==> config.mk <==
export PLATFORM = sky130hd
export DESIGN_NAME = dbg_session_ctrl
export DESIGN_NICKNAME = d
export VERILOG_FILES = /design/src/rtl/dbg_sess_pkg.sv /design/src/rtl/dbg_scan_gate.sv /design/src/rtl/dbg_mode_hold.sv /design/src/rtl/dbg_sess_fsm.sv /design/src/rtl/dbg_session_ctrl.sv
export SDC_FILE = /design/constraint.sdc
export NUM_CORES = 1
export LEC_CHECK = 0
export BUFFER_PORTS_ARGS = -buffer_cell sky130_fd_sc_hd__buf_2
export CAP_MARGIN = 20
export CORE_AREA = 2 2 39 41
export DETAILED_ROUTE_END_ITERATION = 8
export DIE_AREA = 0 0 41 43
export GPL_ROUTABILITY_DRIVEN = 0
export PLACE_DENSITY = 0.64
export REMOVE_ABC_BUFFERS = 1
export SYNTH_ARGS = -nofsm -noshare
export SYNTH_HDL_FRONTEND = slang
export SYNTH_HIERARCHICAL = 1
export SYNTH_SLANG_ARGS = --single-unit
==> constraint.sdc <==
create_clock -name clk -period 1.9 [get_ports clk]
set_input_delay 0 -clock clk [delete_from_list [all_inputs] [get_ports clk]]
set_output_delay 0 -clock clk [all_outputs]
set_load 0.05 [all_outputs]
==> src/rtl/dbg_sess_pkg.sv <==
package dbg_sess_pkg;
  typedef enum logic [2:0] {
    ST_IDLE  = 3'd0,
    ST_REQ   = 3'd1,
    ST_DEBUG = 3'd2,
    ST_STEP  = 3'd3,
    ST_EXIT  = 3'd4
  } sess_state_e;

  typedef enum logic [1:0] {
    OP_LOCAL   = 2'd0,
    OP_CORE    = 2'd1,
    OP_GO_STAY = 2'd2,
    OP_GO_EXIT = 2'd3
  } sess_op_e;
endpackage

==> src/rtl/dbg_scan_gate.sv <==
module dbg_scan_gate (
  input  logic clk,
  input  logic rst_n,
  input  logic scan_done,
  input  logic go_take,
  input  logic go_reject,
  output logic scan_fresh,
  output logic go_err
);
  always_ff @(posedge clk) begin
    if (!rst_n) begin
      scan_fresh <= 1'b0;
      go_err     <= 1'b0;
    end else begin
      if (scan_done)    scan_fresh <= 1'b1;
      else if (go_take) scan_fresh <= 1'b0;
      if (scan_done)      go_err <= 1'b0;
      else if (go_reject) go_err <= 1'b1;
    end
  end

  // scan strobe always clears the sticky error
  p_err_cleared_r8: assert property (@(posedge clk) disable iff (!rst_n)
    scan_done |=> !go_err);
  // rejected go without scan leaves the error set
  p_err_set_r8: assert property (@(posedge clk) disable iff (!rst_n)
    (go_reject && !scan_done) |=> go_err);
endmodule

==> src/rtl/dbg_mode_hold.sv <==
module dbg_mode_hold #(
  parameter int MODE_W   = 2,
  parameter int RUN_MODE = 0
) (
  input  logic              clk,
  input  logic              rst_n,
  input  logic              capture,
  input  logic [MODE_W-1:0] mode_in,
  output logic [MODE_W-1:0] saved_mode,
  output logic              was_asleep
);
  localparam logic [MODE_W-1:0] RunCode = MODE_W'(RUN_MODE);

  always_ff @(posedge clk) begin
    if (!rst_n)       saved_mode <= RunCode;
    else if (capture) saved_mode <= mode_in;
  end

  assign was_asleep = (saved_mode != RunCode);
endmodule

==> src/rtl/dbg_sess_fsm.sv <==
module dbg_sess_fsm
  import dbg_sess_pkg::*;
(
  input  logic        clk,
  input  logic        rst_n,
  input  logic        cmd_fire,
  input  logic [1:0]  cmd_op,
  input  logic        hw_dbg_req,
  input  logic        core_dbg_ack,
  input  logic        core_step_done,
  input  logic        scan_fresh,
  output sess_state_e state,
  output logic        capture,
  output logic        go_take,
  output logic        go_reject
);
  sess_state_e nxt;
  logic is_go;

  assign is_go     = cmd_fire && (cmd_op == OP_GO_STAY || cmd_op == OP_GO_EXIT);
  assign go_take   = (state == ST_DEBUG) && is_go && scan_fresh;
  assign go_reject = (state == ST_DEBUG) && is_go && !scan_fresh;
  assign capture   = (state == ST_IDLE) &&
                     (hw_dbg_req || (cmd_fire && cmd_op == OP_CORE));

  always_comb begin
    nxt = state;
    unique case (state)
      ST_IDLE:  if (capture) nxt = ST_REQ;
      ST_REQ:   if (core_dbg_ack) nxt = ST_DEBUG;
      ST_DEBUG: begin
        if (go_take && cmd_op == OP_GO_STAY) nxt = ST_STEP;
        else if (go_take && !hw_dbg_req)     nxt = ST_EXIT;
      end
      ST_STEP:  if (core_step_done) nxt = ST_DEBUG;
      ST_EXIT:  nxt = ST_IDLE;
      default:  nxt = ST_IDLE;
    endcase
  end

  always_ff @(posedge clk) begin
    if (!rst_n) state <= ST_IDLE;
    else        state <= nxt;
  end

  // request waits for acknowledge
  p_req_holds_r2: assert property (@(posedge clk) disable iff (!rst_n)
    (state == ST_REQ && !core_dbg_ack) |=> state == ST_REQ);
  // acknowledge enters debug
  p_ack_enters_r4: assert property (@(posedge clk) disable iff (!rst_n)
    (state == ST_REQ && core_dbg_ack) |=> state == ST_DEBUG);
  // step completes back into debug
  p_step_return_r5: assert property (@(posedge clk) disable iff (!rst_n)
    (state == ST_STEP && core_step_done) |=> state == ST_DEBUG);
  // rejected go does not move the controller
  p_reject_stays_r8: assert property (@(posedge clk) disable iff (!rst_n)
    go_reject |=> state == ST_DEBUG);
  // exit lasts one cycle
  p_exit_once_r6: assert property (@(posedge clk) disable iff (!rst_n)
    state == ST_EXIT |=> state == ST_IDLE);
endmodule

==> src/rtl/dbg_session_ctrl.sv <==
module dbg_session_ctrl
  import dbg_sess_pkg::*;
#(
  parameter int MODE_W   = 2,
  parameter int RUN_MODE = 0
) (
  input  logic              clk,
  input  logic              rst_n,
  input  logic              cmd_valid,
  output logic              cmd_ready,
  input  logic [1:0]        cmd_op,
  input  logic              scan_done,
  input  logic              hw_dbg_req,
  input  logic [MODE_W-1:0] core_mode,
  output logic              core_dbg_req,
  output logic              core_wake,
  input  logic              core_dbg_ack,
  output logic              core_step,
  input  logic              core_step_done,
  output logic              restore_valid,
  output logic [MODE_W-1:0] restore_mode,
  output logic              session_active,
  output logic              stat_in_debug,
  output logic              stat_go_err
);
  sess_state_e state;
  logic cmd_fire, capture, go_take, go_reject, scan_fresh, was_asleep;

  assign cmd_ready = (state == ST_IDLE) || (state == ST_DEBUG);
  assign cmd_fire  = cmd_valid && cmd_ready;

  dbg_sess_fsm u_fsm (
    .clk(clk), .rst_n(rst_n), .cmd_fire(cmd_fire), .cmd_op(cmd_op),
    .hw_dbg_req(hw_dbg_req), .core_dbg_ack(core_dbg_ack),
    .core_step_done(core_step_done), .scan_fresh(scan_fresh),
    .state(state), .capture(capture), .go_take(go_take), .go_reject(go_reject)
  );

  dbg_scan_gate u_scan (
    .clk(clk), .rst_n(rst_n), .scan_done(scan_done), .go_take(go_take),
    .go_reject(go_reject), .scan_fresh(scan_fresh), .go_err(stat_go_err)
  );

  dbg_mode_hold #(.MODE_W(MODE_W), .RUN_MODE(RUN_MODE)) u_mode (
    .clk(clk), .rst_n(rst_n), .capture(capture), .mode_in(core_mode),
    .saved_mode(restore_mode), .was_asleep(was_asleep)
  );

  assign core_dbg_req   = (state == ST_REQ);
  assign core_wake      = (state == ST_REQ) && was_asleep;
  assign core_step      = (state == ST_STEP);
  assign restore_valid  = (state == ST_EXIT);
  assign stat_in_debug  = (state == ST_DEBUG);
  assign session_active = (state == ST_DEBUG) || (state == ST_STEP) ||
                          (state == ST_EXIT);

  // session stays up across a step
  p_step_in_session_r9: assert property (@(posedge clk) disable iff (!rst_n)
    core_step |-> session_active);
  // session drops after the restore strobe
  p_drop_after_restore_r9: assert property (@(posedge clk) disable iff (!rst_n)
    restore_valid |=> !session_active);
  // no commands taken while the request is outstanding
  p_busy_in_req_r2: assert property (@(posedge clk) disable iff (!rst_n)
    core_dbg_req |-> !cmd_ready);
  // wake only accompanies a request
  p_wake_with_req_r3: assert property (@(posedge clk) disable iff (!rst_n)
    core_wake |-> core_dbg_req);
endmodule

==> impl_metrics.py <==
metrics = {
    "outcome": {
        "outcome": "complete, no violations",
    },
    "clock_tree": {
        "cts_buffer_depth": 2,
        "htreeDepth": 1,
        "cts_tree": "built",
        "clk-insertion-delay-late_ns": 0.25,
        "cts_resized": 0,
        "clk_pin_slew_ns": 0.05,
        "numCtsBuffers": 3,
        "clockRootBuffer": "clkbuf_4",
        "tritoncts_num_sinks": 7,
    },
    "setup_path": {
        "cp.required_ns": 2.04,
        "crit_buf_inv": 0,
        "worst-endpoint-arrival_ns": 1.73,
        "end_kind": "flip-flop",
        "cp.depth": 7,
        "critPathMaxStageDelay_ns": 0.30,
        "critPathLaunchType": "flip-flop",
        "reg2regPathDepth": 7,
        "path_class": "flip-flop to flip-flop",
        "cpMaxStageDelayCell": "dfxtp_1",
        "path_delay_family": "simple AND/OR/NAND/NOR gates",
        "cp_max_fo": 4,
        "crit_chain": "nor2_1, and2_1, and3b_1, o21bai_1, nor3_1, mux2i_1, nor2b_1",
    },
    "synth": {
        "synth.cells.most_frequent": "dfxtp_1, nor2_1, inv_1, mux2i_1, nor2b_1",
        "yosys.area_share.xor_xnor_pct": 0,
        "postSynthCellCount": 53,
        "yosysSeqAreaShare_pct": 29.3,
        "yosys.cell_types.count": 30,
        "synth-edff-count": 0,
        "synth-simple-area-share_pct": 42.9,
        "synth_fa_ha_area_share_pct": 0,
        "synth.most_common_cell": "dfxtp_1",
        "synth-seq-cells": 7,
        "netlist_top_cells_area": "dfxtp_1, mux2i_1, nor3b_2",
        "synth-async-reset-ratio_pct": 0,
        "synth_compound_area_share_pct": 16.8,
        "synth_ff_type": "dfxtp_1",
        "synth_top_family_by_area": "simple AND/OR/NAND/NOR gates",
        "yosys_warnings": 6,
        "synth_top_area_cell": "dfxtp_1",
        "synthesis.area_um2": 478,
        "synth_mux_area_share_pct": 6.28,
        "synth.top_cell.area_share_pct": 29.3,
        "synth.avg_cell_area_um2": 9.02,
    },
    "cells_and_area": {
        "drive_gt1_share_pct": 43.8,
        "diodes": 0,
        "seq_area_um2": 140,
        "instances_no_fill": 96,
        "fillers": 149,
        "final_area_um2": 648,
        "finalNetCount": 92,
        "multiInputGateArea_um2": 315,
        "area.growth.synth_to_final_pct": 35.6,
    },
    "floorplan": {
        "dieArea_mm2": 0.00176,
        "initial_utilization_pct": 34.5,
        "dieWidth_um": 41,
        "io_pins": 21,
        "die_y_um": 43,
        "core_mm2": 0.00138,
        "fp-row-count": 14,
    },
    "placement": {
        "dpl-instance-area_um2": 602,
        "hpwl_um": 826,
        "io_buffers": 20,
        "dp.cells": 90,
    },
    "route": {
        "wire_per_inst_um": 11.8,
        "vias": 478,
        "drcViolationCount": 0,
        "firstDrtPassIters": 6,
        "viasPerCell": 4.98,
        "first_iter_violations": 9,
        "antenna_left": 0,
        "wirelength_um": 1140,
    },
    "power_and_ir_drop": {
        "power_leakage_nw": 0.313,
        "seqPwrFrac_pct": 37.0,
        "sw_frac_of_total_pct": 35.3,
        "switchingPower_mw": 0.162,
        "p_int_mw": 0.296,
        "p_comb_share_pct": 34.0,
        "power.density_mw_per_mm2": 706,
        "ir_drop_mv": 0.312,
        "pwr-share-clk_pct": 29.0,
    },
    "timing": {
        "timing.fmax_mhz": 628,
        "post-route-min-period_ns": 1.59,
        "final-max-slew-violation-count": 0,
        "setup_viol": 0,
        "worst_slew_pin_slew_ns": 0.422,
        "hold_viol_final": 0,
        "grt_setup_unrepaired": "no",
        "hold_slack_ns": 0.0245,
        "relSlewSlack_pct": 71.9,
        "fin_crit_sh_pct": 83.8,
        "skew_ns": 0.00295,
        "tns_ns": 0,
    },
    "job": {
        "drv_cap": 0,
    },
    "grt": {
        "grt_max_degree": 14,
        "grt_pass1_vias": 440,
        "antenna_found_initial": 0,
        "grt_pass1_wl_um": 1790,
        "grt_overflow": 0,
        "track_usage_pct": 15.1,
    },
    "hold_path": {
        "min_path_cells": 3,
        "hp-class": "primary input to flip-flop",
    },
}
-- cell type report --
type	instances	area share, %
Clock buffer	4	4.05
Sequential cell	7	21.6
Timing Repair Buffer	24	20.8
Inverter	3	1.74
Tap cell	16	3.09
Multi-Input combinational cell	42	48.6
-- cells in the final DEF, fill, tap and decap left out, types with 2 or more instances in the layout --
cell type      instances
clkbuf_4               3
buf_2                 20
nand4b_1               2
mux2i_1                3
o21ai_0                2
dfxtp_1                7
inv_1                  3
a21oi_1                2
and3_2                 2
nor3b_1                2
nor2b_1                3
dlygate4sd3_1          2
buf_4                  2
nor3b_2                2
nand2_1                2
and2_1                 2
nor2_1                 4
-- path summary, 6_finish.rpt --
kind / slack [ns] / endpoint / start
setup / recovery: 0.31 / u_mode/saved_mode[0]$_SDFFE_PN0P_ / u_fsm/state[2]$_SDFFE_PN0P_
hold / removal: 0.02 / u_mode/saved_mode[1]$_SDFFE_PN0P_ / core_mode[1]
setup reg to reg: 0.31 / u_mode/saved_mode[0]$_SDFFE_PN0P_ / u_fsm/state[2]$_SDFFE_PN0P_
hold reg to reg: 0.50 / u_scan/go_err$_SDFFE_PP0P_ / u_scan/go_err$_SDFFE_PP0P_
-- power groups by stage --
stage          Sequential, mW  Clock, mW  Combinational (mW)
4_1_cts                 0.169      0.143               0.156
3_3_place_gp            0.172          0               0.152
6_report                0.169      0.133               0.156
3_5_place_dp            0.172          0               0.153
5_1_grt                 0.171      0.150               0.167
2_1_floorplan           0.187          0              0.0953
-- cell families (layout without fill, tap and decap cells) --
group | Yosys count | in the layout
compound gates | 11 | 11
buf+inv | 4 | 31
mux | 3 | 3
simple gates | 28 | 28
flops | 7 | 7
-- state kept, by name, summed over array words and instances (netlist names) --
name	cells
u_scan/go_err	1
u_scan/scan_fresh	1
u_mode/saved_mode	2
u_fsm/state	3
-- per-stage QoR --
step | total power, mW | util [%] | setup slack (ns)
3_5_place_dp | 0.325 | 43.5 | 0.319
5_1_grt | 0.489 | 46.8 | 0.173
6_report | 0.458 | 46.8 | 0.308
4_1_cts | 0.469 | 46.8 | 0.307
3_3_place_gp | 0.324 | 43.5 | 0.360
2_1_floorplan | 0.283 | - | -0.350
-- worst reg2reg max path: stages (launching register included) --
cell      delay [ns]
dfxtp_1         0.30
nor2_1          0.12
and2_1          0.20
and3b_1         0.20
o21bai_1        0.08
nor3_1          0.28
mux2i_1         0.24
nor2b_1         0.06
-- timing repair --
action,CTS,global route
endpoints found under the hold margin,3,0
setup buffers,0,0
hold buffers,2,0
-- routing by layer --
layer | global-route usage, % | part of all wire, %
met5 | 0 | 0
met1 | 17.8 | 46
met4 | 10.0 | 0.53
met2 | 23.1 | 48
met3 | 3.14 | 5.1
Note: power is estimated with default switching activity, not from simulation.
